### src/rtl/wdt_pkg.sv
`timescale 1ns/1ps
package wdt_pkg;
    localparam int REG_W = 8;

    localparam logic [1:0] ADDR_CFG = 2'd0;
    localparam logic [1:0] ADDR_TMO = 2'd1;
    localparam logic [1:0] ADDR_STS = 2'd2;

    localparam int CFG_MIN_BIT   = 3;
    localparam int CFG_P20_BIT   = 2;
    localparam int CFG_PULSE_BIT = 1;

    localparam int STS_MOUSE_BIT = 7;
    localparam int STS_KBD_BIT   = 6;
    localparam int STS_FORCE_BIT = 5;
    localparam int STS_FIRED_BIT = 4;
    localparam int STS_SEL_W     = 4;

    typedef enum logic [1:0] {
        ST_IDLE  = 2'd0,
        ST_COUNT = 2'd1,
        ST_PULSE = 2'd2,
        ST_HOLD  = 2'd3
    } wdt_state_e;
endpackage

### src/rtl/wdt_timebase.sv
`timescale 1ns/1ps
module wdt_timebase #(
    parameter int SEC_CYCLES    = 50_000_000,
    parameter int UNITS_PER_MIN = 60
) (
    input  logic clk,
    input  logic rst_n,
    input  logic run,
    input  logic restart,
    input  logic minute_sel,
    output logic unit_tick
);
    localparam int SW = (SEC_CYCLES > 1) ? $clog2(SEC_CYCLES) : 1;

    logic [SW-1:0] sec_q;
    logic          sec_tick;

    assign sec_tick = run && (sec_q == SW'(SEC_CYCLES - 1));

    always_ff @(posedge clk) begin
        if (!rst_n || !run || restart) begin
            sec_q <= '0;
        end else if (sec_tick) begin
            sec_q <= '0;
        end else begin
            sec_q <= sec_q + 1'b1;
        end
    end

    generate
        if (UNITS_PER_MIN > 1) begin : g_minute
            localparam int MW = $clog2(UNITS_PER_MIN);
            logic [MW-1:0] min_q;
            logic          min_tick;

            assign min_tick = sec_tick && (min_q == MW'(UNITS_PER_MIN - 1));

            always_ff @(posedge clk) begin
                if (!rst_n || !run || restart) begin
                    min_q <= '0;
                end else if (min_tick) begin
                    min_q <= '0;
                end else if (sec_tick) begin
                    min_q <= min_q + 1'b1;
                end
            end

            assign unit_tick = minute_sel ? min_tick : sec_tick;
        end else begin : g_flat
            assign unit_tick = minute_sel ? sec_tick : sec_tick;
        end
    endgenerate
endmodule

### src/rtl/wdt_regs.sv
`timescale 1ns/1ps
module wdt_regs
    import wdt_pkg::*;
(
    input  logic             clk,
    input  logic             rst_n,
    input  logic             reg_wr,
    input  logic [1:0]       reg_addr,
    input  logic [REG_W-1:0] reg_wdata,
    input  logic             fire_evt,
    input  logic [REG_W-1:0] count,
    output logic [REG_W-1:0] reg_rdata,
    output logic             minute_sel,
    output logic             p20_en,
    output logic             pulse_en,
    output logic             mouse_en,
    output logic             kbd_en,
    output logic             fired,
    output logic             tmo_wr,
    output logic             force_req
);
    logic                 min_q, p20_q, pulse_q, mouse_q, kbd_q, fired_q;
    logic [STS_SEL_W-1:0] sel_q;
    logic                 cfg_wr, sts_wr;

    assign cfg_wr    = reg_wr && (reg_addr == ADDR_CFG);
    assign sts_wr    = reg_wr && (reg_addr == ADDR_STS);
    assign tmo_wr    = reg_wr && (reg_addr == ADDR_TMO);
    assign force_req = sts_wr && reg_wdata[STS_FORCE_BIT];

    always_ff @(posedge clk) begin
        if (!rst_n) begin
            min_q   <= 1'b0;
            p20_q   <= 1'b0;
            pulse_q <= 1'b0;
            mouse_q <= 1'b0;
            kbd_q   <= 1'b0;
            sel_q   <= '0;
            fired_q <= 1'b0;
        end else begin
            if (cfg_wr) begin
                min_q   <= reg_wdata[CFG_MIN_BIT];
                p20_q   <= reg_wdata[CFG_P20_BIT];
                pulse_q <= reg_wdata[CFG_PULSE_BIT];
            end
            if (sts_wr) begin
                mouse_q <= reg_wdata[STS_MOUSE_BIT];
                kbd_q   <= reg_wdata[STS_KBD_BIT];
                sel_q   <= reg_wdata[STS_SEL_W-1:0];
            end
            if (fire_evt) begin
                fired_q <= 1'b1;
            end else if (sts_wr && !reg_wdata[STS_FIRED_BIT]) begin
                fired_q <= 1'b0;
            end
        end
    end

    always_comb begin
        reg_rdata = '0;
        case (reg_addr)
            ADDR_CFG: begin
                reg_rdata[CFG_MIN_BIT]   = min_q;
                reg_rdata[CFG_P20_BIT]   = p20_q;
                reg_rdata[CFG_PULSE_BIT] = pulse_q;
            end
            ADDR_TMO: reg_rdata = count;
            ADDR_STS: begin
                reg_rdata[STS_MOUSE_BIT]   = mouse_q;
                reg_rdata[STS_KBD_BIT]     = kbd_q;
                reg_rdata[STS_FIRED_BIT]   = fired_q;
                reg_rdata[STS_SEL_W-1:0]   = sel_q;
            end
            default: reg_rdata = '0;
        endcase
    end

    assign minute_sel = min_q;
    assign p20_en     = p20_q;
    assign pulse_en   = pulse_q;
    assign mouse_en   = mouse_q;
    assign kbd_en     = kbd_q;
    assign fired      = fired_q;
endmodule

### src/rtl/wdt_fsm.sv
`timescale 1ns/1ps
module wdt_fsm
    import wdt_pkg::*;
#(
    parameter int PULSE_CYCLES = 16
) (
    input  logic             clk,
    input  logic             rst_n,
    input  logic             tmo_wr,
    input  logic [REG_W-1:0] tmo_data,
    input  logic             fire_req,
    input  logic             irq_reload,
    input  logic             unit_tick,
    input  logic             fired,
    input  logic             pulse_en,
    output wdt_state_e       state,
    output logic [REG_W-1:0] count,
    output logic             fire_evt,
    output logic             tb_run,
    output logic             tb_restart,
    output logic             kbrst_n
);
    localparam int PW = (PULSE_CYCLES > 1) ? $clog2(PULSE_CYCLES) : 1;

    wdt_state_e       state_q, state_d;
    logic [REG_W-1:0] count_q, count_d;
    logic [REG_W-1:0] reload_q, reload_d;
    logic [PW-1:0]    pcnt_q, pcnt_d;

    // state register
    always_ff @(posedge clk) begin
        if (!rst_n) begin
            state_q  <= ST_IDLE;
            count_q  <= '0;
            reload_q <= '0;
            pcnt_q   <= '0;
        end else begin
            state_q  <= state_d;
            count_q  <= count_d;
            reload_q <= reload_d;
            pcnt_q   <= pcnt_d;
        end
    end

    // next state: fire request outranks a timeout write, which outranks an
    // interrupt reload, which outranks the unit tick
    always_comb begin
        state_d    = state_q;
        count_d    = count_q;
        reload_d   = reload_q;
        pcnt_d     = pcnt_q;
        fire_evt   = 1'b0;
        tb_restart = 1'b0;
        unique case (state_q)
            ST_IDLE: begin
                if (fire_req) begin
                    fire_evt = 1'b1;
                end else if (tmo_wr && (tmo_data != '0) && !fired) begin
                    state_d    = ST_COUNT;
                    count_d    = tmo_data;
                    reload_d   = tmo_data;
                    tb_restart = 1'b1;
                end
            end
            ST_COUNT: begin
                if (fire_req) begin
                    fire_evt = 1'b1;
                end else if (tmo_wr) begin
                    if (tmo_data == '0) begin
                        state_d = ST_IDLE;
                        count_d = '0;
                    end else begin
                        count_d    = tmo_data;
                        reload_d   = tmo_data;
                        tb_restart = 1'b1;
                    end
                end else if (irq_reload) begin
                    count_d    = reload_q;
                    tb_restart = 1'b1;
                end else if (unit_tick) begin
                    if (count_q == REG_W'(1)) begin
                        fire_evt = 1'b1;
                    end else begin
                        count_d = count_q - 1'b1;
                    end
                end
            end
            ST_PULSE: begin
                if (pcnt_q == PW'(PULSE_CYCLES - 1)) begin
                    state_d = fired ? ST_HOLD : ST_IDLE;
                end else begin
                    pcnt_d = pcnt_q + 1'b1;
                end
            end
            ST_HOLD: begin
                if (!fired) begin
                    state_d = ST_IDLE;
                end
            end
            default: state_d = ST_IDLE;
        endcase
        if (fire_evt) begin
            count_d = '0;
            pcnt_d  = '0;
            state_d = pulse_en ? ST_PULSE : ST_HOLD;
        end
    end

    // outputs
    always_comb begin
        kbrst_n = (state_q != ST_PULSE);
        tb_run  = (state_q == ST_COUNT);
    end

    assign state = state_q;
    assign count = count_q;
endmodule

### src/rtl/wdt_core.sv
`timescale 1ns/1ps
module wdt_core
    import wdt_pkg::*;
#(
    parameter int SEC_CYCLES    = 50_000_000,
    parameter int UNITS_PER_MIN = 60,
    parameter int PULSE_CYCLES  = 16
) (
    input  logic       clk,
    input  logic       rst_n,
    input  logic       reg_wr,
    input  logic [1:0] reg_addr,
    input  logic [7:0] reg_wdata,
    output logic [7:0] reg_rdata,
    input  logic       kbd_irq,
    input  logic       mouse_irq,
    input  logic       kbd_p20,
    output logic       fired,
    output logic       kbrst_n
);
    wdt_state_e       state;
    logic [REG_W-1:0] count;
    logic minute_sel, p20_en, pulse_en, mouse_en, kbd_en;
    logic tmo_wr, force_req, fire_evt, fire_req, irq_reload;
    logic tb_run, tb_restart, unit_tick;

    assign fire_req   = force_req || (p20_en && kbd_p20);
    assign irq_reload = (mouse_en && mouse_irq) || (kbd_en && kbd_irq);

    wdt_regs u_regs (
        .clk        (clk),
        .rst_n      (rst_n),
        .reg_wr     (reg_wr),
        .reg_addr   (reg_addr),
        .reg_wdata  (reg_wdata),
        .fire_evt   (fire_evt),
        .count      (count),
        .reg_rdata  (reg_rdata),
        .minute_sel (minute_sel),
        .p20_en     (p20_en),
        .pulse_en   (pulse_en),
        .mouse_en   (mouse_en),
        .kbd_en     (kbd_en),
        .fired      (fired),
        .tmo_wr     (tmo_wr),
        .force_req  (force_req)
    );

    wdt_timebase #(
        .SEC_CYCLES    (SEC_CYCLES),
        .UNITS_PER_MIN (UNITS_PER_MIN)
    ) u_tb (
        .clk        (clk),
        .rst_n      (rst_n),
        .run        (tb_run),
        .restart    (tb_restart),
        .minute_sel (minute_sel),
        .unit_tick  (unit_tick)
    );

    wdt_fsm #(
        .PULSE_CYCLES (PULSE_CYCLES)
    ) u_fsm (
        .clk        (clk),
        .rst_n      (rst_n),
        .tmo_wr     (tmo_wr),
        .tmo_data   (reg_wdata),
        .fire_req   (fire_req),
        .irq_reload (irq_reload),
        .unit_tick  (unit_tick),
        .fired      (fired),
        .pulse_en   (pulse_en),
        .state      (state),
        .count      (count),
        .fire_evt   (fire_evt),
        .tb_run     (tb_run),
        .tb_restart (tb_restart),
        .kbrst_n    (kbrst_n)
    );
endmodule

### config.mk
export PLATFORM = sky130hd
export DESIGN_NAME = wdt_core
export DESIGN_NICKNAME = d
export VERILOG_FILES = /design/src/rtl/wdt_pkg.sv /design/src/rtl/wdt_timebase.sv /design/src/rtl/wdt_regs.sv /design/src/rtl/wdt_fsm.sv /design/src/rtl/wdt_core.sv
export SDC_FILE = /design/constraint.sdc
export NUM_CORES = 1
export LEC_CHECK = 0
export BUFFER_PORTS_ARGS = -buffer_cell sky130_fd_sc_hd__buf_2
export CORE_ASPECT_RATIO = 2
export CORE_UTILIZATION = 32
export CTS_BUF_LIST = sky130_fd_sc_hd__clkbuf_16
export DETAILED_ROUTE_END_ITERATION = 8
export GPL_TIMING_DRIVEN = 1
export PLACE_DENSITY = 0.45
export RECOVER_POWER = 100
export SLEW_MARGIN = 15
export SYNTH_ARGS = -nofsm -noshare
export SYNTH_HDL_FRONTEND = slang
export SYNTH_SLANG_ARGS = --single-unit
### constraint.sdc
create_clock -name clk -period 3.1 [get_ports clk]
set_input_delay 0.465 -clock clk [delete_from_list [all_inputs] [get_ports clk]]
set_output_delay 0.465 -clock clk [all_outputs]
set_load 0.005 [all_outputs]
==> summary.txt, run 1 <==
Outcome
  – Status: complete, no violations

STA
  – Max-slew violations: 0
  – RSZ-0062 raised after global routing: false
  – Max-slew headroom: 64.4%
  – Hold Slack: 451 ps
  – Final Hold Violating Endpoints: 0
  – Slew @ Worst Pin: 530 ps
  – Post-route setup TNS: 0 ps
  – Period utilisation layout: 77.7%
  – Final worst clock skew: 9.70 ps
  – # setup viols final: 0
  – Min cycle time layout: 2410 ps
  – F_max: 415 MHz

Finish
  – # diodes: 0
  – Non-Filler Instances: 552
  – Layout cells sized above 1: 11.8%
  – P&R area growth vs syn: 14.6%
  – Post-layout util: 37.7%
  – Nets: 437

Clocking
  – Inserted Clock Buffers: 9
  – Root buffer cell: clkbuf_16
  – Clk buf depth: 2
  – H-tree depth: 3
  – Clock Sinks: 64
  – CTS tree: built
  – Worst-skew pair later-pin latency: 330 ps
  – Number of post-CTS setup repair buffers: 0
  – Clk pin slew, worst setup/hold paths: 60 ps
  – Post-CTS Hold Buffers: 0
  – Post-CTS Resized: 0

Yosys
  – Synthesized cell area: 0.00333 mm^2
  – Most numerous cell in the Yosys netlist: nor2_1
  – Async set or reset register ratio after synthesis: 0%
  – EDFF count, synth: 0
  – Total nets after synthesis: 415
  – Post-synth top area share: 38.4%
  – Yosys reg bits: 64
  – Synth area leader: dfxtp_1
  – Post-synth top cells: nor2_1 (68), dfxtp_1 (64), nand2_1 (39)
  – Largest cells by area after synthesis: dfxtp_1 (38%), nor2_1 (7.7%), xor2_1 (5.0%)
  – Syn_area_per_cell: 8.55 um^2
  – Syn. warnings: 0
  – Distinct cells, synth: 52
  – Dominant synthesized flop cell: dfxtp_1
  – Synthesized instance count: 390
  – Seq/Total Area, Yosys: 38.4%

Setup path
  – Buf/Inv on CP: 0
  – Critical Path Fanout Max: 12
  – Slowest Stage Delay on Critical Path: 410 ps
  – Slowest CP cell: and2_0
  – Critical path type: flip-flop to flip-flop
  – Family with the most delay on the worst path: simple AND/OR/NAND/NOR gates
  – Worst EP required: 3290 ps
  – CP Launch Type: flip-flop
  – CP cell instances: ha_1 -> nand2_1 -> nor4_4 -> and2_0 -> a31oi_1 -> nand2_1 -> a211oi_1
  – Most common cell on crit path: nand2_1
  – WP data arrival: 2600 ps
  – Setup crit end kind: flip-flop

Global routing
  – First-pass GRT wire length: 13.8 mm
  – Grt ovf: 0
  – Vias in the first global route: 2646
  – Initial antenna violation count: 0
  – Maximum number of pins on one net before global-route repair: 26
  – GRT Resource Usage Total: 17.3%

Power and ir drop
  – Max VDD drop: 292 uV
  – Total power per unit cell area: 578 mW/mm^2
  – Pleak: 1.32 nW

Floorplanning
  – Die ar.: 0.0109 mm^2
  – Core box area: 0.0101 mm^2
  – FP Rows: 52
  – Width of the chip: 74.2 um
  – Die extent in y: 146 um
  – Ports: 26
  – Starting density of the core: 32.9%

Drt
  – # DRC: 0
  – Drt first pass iters: 4
  – Antenna viol nets, final: 0
  – Wirelength, routed: 8.59 mm
  – Initial DRC Count: 136
  – Wirelength per Cell: 15.6 um
  – Routed via count: 2760
  – Via/cell ratio: 5.00

Worst hold path
  – Worst Hold Class: flip-flop to flip-flop

Job
  – Max cap viols: 0

Placement
  – HPWL after detailed placement: 6.48 mm
  – GPL Wtd Cong: 0.795
  – Port Buffers: 25
  – # placed instances: 536
## sequential cells by signal, indices dropped and copies added, names as in the netlist
name / cells
u_regs.p20_en: 1
u_fsm.reload_q: 8
u_fsm.state: 2
u_regs.minute_sel: 1
u_regs.sel_q: 4
u_tb.g_minute.min_q: 6
u_regs.kbd_en: 1
u_regs.fired: 1
u_regs.pulse_en: 1
u_regs.mouse_en: 1
u_fsm.pcnt_q: 4
u_fsm.count: 8
u_tb.sec_q: 26
## per-stage QoR
stage	cell area, um^2	worst slack, ps	total power, mW
6_report	3820	692	2.21
2_1_floorplan	3330	879	1.10
5_1_grt	3820	471	2.31
3_3_place_gp	3540	698	1.17
3_5_place_dp	3540	635	1.17
4_1_cts	3850	716	2.25
## worst register-to-register path, cell delays in order, from the launching register on
cell      delay (ps)
dfxtp_1          350
ha_1             240
nand2_1          180
nor4_4           390
and2_0           410
a31oi_1          220
nand2_1          380
a211oi_1         100
## cell type report
| cell class | instances | area (um^2) |
|---|---|---|
| Clock buffer | 9 | 225 |
| Clock inverter | 7 | 86.3 |
| Fill cell | 1090 | 6330 |
| Inverter | 8 | 30.0 |
| Multi-Input combinational cell | 301 | 1900 |
| Sequential cell | 64 | 1280 |
| Tap cell | 135 | 169 |
| Timing Repair Buffer | 28 | 133 |
## cell usage in the layout, fill, tap and decap left out, types with 4 or more instances in the layout
cell type / count
xnor2_1: 18
nand4_1: 11
inv_1: 8
clkbuf_1: 7
nor2_1: 68
nor4_1: 6
xor2_1: 19
dfxtp_1: 64
nor2b_1: 12
nand3_1: 13
a22oi_1: 6
o21ai_0: 4
nor3_1: 4
nand2_1: 39
ha_1: 9
a21oi_1: 11
clkbuf_16: 9
mux2i_1: 10
a211oi_1: 14
nand2b_1: 5
buf_2: 16
a21boi_0: 11
## layer usage
| metal | part of all wire (%) | global-route usage (%) | wire, um | vias to the layer above |
|---|---|---|---|---|
| met2 | 56 | 30.9 | 4780 | 53 |
| li1 | - | - | - | 1399 |
| met5 | 0 | 0 | 0 | - |
| met1 | 38 | 18.3 | 3230 | 1290 |
| met4 | 3.8 | 9.33 | 325 | 0 |
| met3 | 3.0 | 3.31 | 256 | 18 |
## path summary, 6_finish.rpt
check / start / depth (start not counted) / slack, ps / endpoint
max: u_tb.sec_q[0]$_SDFF_PP0_ / 7 / 690 / u_fsm.count[7]$_SDFFE_PP0P_
min: u_tb.sec_q[0]$_SDFF_PP0_ / 1 / 450 / u_tb.sec_q[0]$_SDFF_PP0_
max reg2reg: u_tb.sec_q[0]$_SDFF_PP0_ / 7 / 690 / u_fsm.count[7]$_SDFFE_PP0P_
min reg2reg: u_tb.sec_q[0]$_SDFF_PP0_ / 1 / 450 / u_tb.sec_q[0]$_SDFF_PP0_
## cell families after synthesis
kind of cell             synth area share [%]
AO/OA/AOI/OAI                            13.3
XOR/XNOR                                 9.72
adder cells (fa/ha/maj)                  3.38
buffers and inverters                    4.20
flip-flops                               38.4
multiplexers                             3.34
AND/OR/NAND/NOR                          27.6
## where the power goes
part / internal (mW) / total (mW) / leakage, nW / switching, mW
Sequential: 0.851 / 0.900 / 0.518 / 0.0483
Combinational: 0.103 / 0.248 / 0.644 / 0.145
Clock: 0.696 / 1.06 / 0.154 / 0.366
No activity file was read; power rests on OpenSTA's default activity.
==> inputs of run 2 (changes only) <==
Clock period 3.1 ns to 2.4 ns, I/O delays scaled along.
==> summary.txt, run 2 (same netlist as run 1, synthesis figures left out) <==
Drt
  – Antenna viol nets, final: 0
  – Drt first pass iters: 4
  – Initial DRC Count: 96
  – Wirelength, routed: 8.63 mm
  – # DRC: 0
  – Routed via count: 2799
  – Wirelength per Cell: 15.2 um
  – Via/cell ratio: 4.94

Finish
  – Number of flip-flops in the largest register: 26
  – P&R area growth vs syn: 16.1%
  – Layout cells sized above 1: 13.0%
  – Fillers: 1112
  – Design area: 0.00387 mm^2
  – Largest Register: u_tb.sec_q
  – # diodes: 0
  – Nets: 452
  – Commonest non-fill, non-tap cell in the layout: nor2_1
  – Most frequent cells in the layout: nor2_1 (68), dfxtp_1 (64), nand2_1 (39)

Clocking
  – Worst-skew pair later-pin latency: 330 ps
  – H-tree depth: 3
  – Inserted Clock Buffers: 9
  – CTS tree: built
  – Clock Sinks: 64
  – Root buffer cell: clkbuf_16
  – Post-CTS Resized: 0
  – Post-CTS Hold Buffers: 0
  – Number of post-CTS setup repair buffers: 0
  – Clk buf depth: 2
  – Clk pin slew, worst setup/hold paths: 60 ps

STA
  – Final worst clock skew: 11.6 ps
  – Max-slew violations: 0
  – # setup viols final: 0
  – Min cycle time layout: 2130 ps
  – F_max: 469 MHz
  – RSZ-0062 raised after global routing: false
  – Max-slew headroom: 52.2%
  – Slew @ Worst Pin: 710 ps
  – Slack of the critical path: 267 ps
  – Period utilisation layout: 88.9%
  – Post-route setup TNS: 0 ps
  – Final Hold Violating Endpoints: 0

Setup path
  – RR Startpoint: u_tb.sec_q[0]$_SDFF_PP0_
  – Critical path type: flip-flop to flip-flop
  – R2R depth: 7
  – CP Launch Type: flip-flop
  – Worst EP required: 2610 ps
  – Critical Path Fanout Max: 15
  – WP data arrival: 2350 ps
  – Worst reg2reg path endpoint: u_fsm.count[0]$_SDFFE_PP0P_
  – Setup crit end kind: flip-flop
  – FF-to-FF setup slack: 270 ps

Floorplanning
  – Core box area: 0.0101 mm^2
  – Ports: 26
  – Die extent in y: 146 um
  – Die ar.: 0.0109 mm^2
  – Width of the chip: 74.2 um
  – FP Rows: 52
  – Starting density of the core: 32.9%

Power and ir drop
  – Sw frac: 26.9%
  – Sw Pwr: 0.716 mW
  – Power share of the clock group: 42.9%
  – Pleak: 1.35 nW
  – Total Power: 2.66 mW
  – Comb pwr share: 14.3%
  – Max VDD drop: 338 uV
  – Total power per unit cell area: 687 mW/mm^2
  – Sequential power share: 42.8%
  – Power Internal: 1.94 mW

Global routing
  – GRT Resource Usage Total: 17.8%
  – Grt ovf: 0
  – Vias in the first global route: 2863
  – First-pass GRT wire length: 14.3 mm
  – Maximum number of pins on one net before global-route repair: 26
  – Initial antenna violation count: 0

Placement
  – Port Buffers: 25
  – GPL Wtd Cong: 0.799
  – Placed inst area: 0.00367 mm^2
  – HPWL after detailed placement: 6.67 mm
  – Worst slack, placed: 31.4 ps

Worst hold path
  – Hold path start: reg_wdata[7]
  – Worst Hold Class: primary input to flip-flop
  – Worst Hold Path Cells: 3
  – Hold EP: u_regs.mouse_en$_SDFFE_PN0P_

Job
  – Max cap viols: 0

Outcome
  – Status: complete, no violations
-- run 2: worst max-delay path, stage by stage (launching register included) --
cell	delay (ps)
dfxtp_1	350
ha_1	240
nand2_1	170
nor4_4	360
nand4_1	200
a21oi_4	430
mux2i_1	230
nor2_1	50
-- run 2: through the flow --
step           hold WS [ps]  util, %  instances
2_1_floorplan           417        -        390
3_3_place_gp            429     36.1        551
4_1_cts                 327     38.6        567
6_report                331     38.1        567
3_5_place_dp            445     36.1        551
5_1_grt                 349     38.1        567
-- run 2: worst max-delay path by stage --
stage	slack, ps	from	endpoint
5_1_grt	20	u_tb.sec_q[0]$_SDFF_PP0_	u_fsm.count[0]$_SDFFE_PP0P_
6_report	270	u_tb.sec_q[0]$_SDFF_PP0_	u_fsm.count[0]$_SDFFE_PP0P_
2_1_floorplan	280	reg_addr[0]	u_fsm.count[5]$_SDFFE_PP0P_
3_5_place_dp	30	reg_wdata[7]	u_fsm.count[0]$_SDFFE_PP0P_
4_1_cts	190	u_tb.sec_q[11]$_SDFF_PP0_	u_fsm.count[0]$_SDFFE_PP0P_
3_3_place_gp	40	reg_wdata[7]	u_fsm.count[0]$_SDFFE_PP0P_
-- run 2: power by group through the flow --
stage	Clock, mW	Combinational, mW	Sequential, mW
6_report	1.14	0.380	1.14
5_1_grt	1.22	0.426	1.14
4_1_cts	1.18	0.399	1.14
3_5_place_dp	0	0.397	1.16
3_3_place_gp	0	0.396	1.16
2_1_floorplan	0	0.268	1.15
-- run 2: cell type report --
cell class	instances	area (um^2)	share of cell area (%)
Clock buffer	9	225	5.82
Tap cell	135	169	4.36
Timing Repair Buffer	43	244	6.30
Sequential cell	64	1280	33.1
Inverter	8	30.0	0.776
Multi-Input combinational cell	301	1890	48.9
Clock inverter	7	30.0	0.776
-- run 2: per-layer routing --
| metal | wire length [um] | up-vias | share of wire [%] | GRT usage [%] |
|---|---|---|---|---|
| met2 | 4910 | 56 | 57 | 33.3 |
| met5 | 0 | - | 0 | 0 |
| met4 | 379 | 0 | 4.4 | 10.2 |
| li1 | - | 1432 | - | - |
| met3 | 202 | 25 | 2.3 | 3.38 |
| met1 | 3140 | 1286 | 36 | 17.0 |
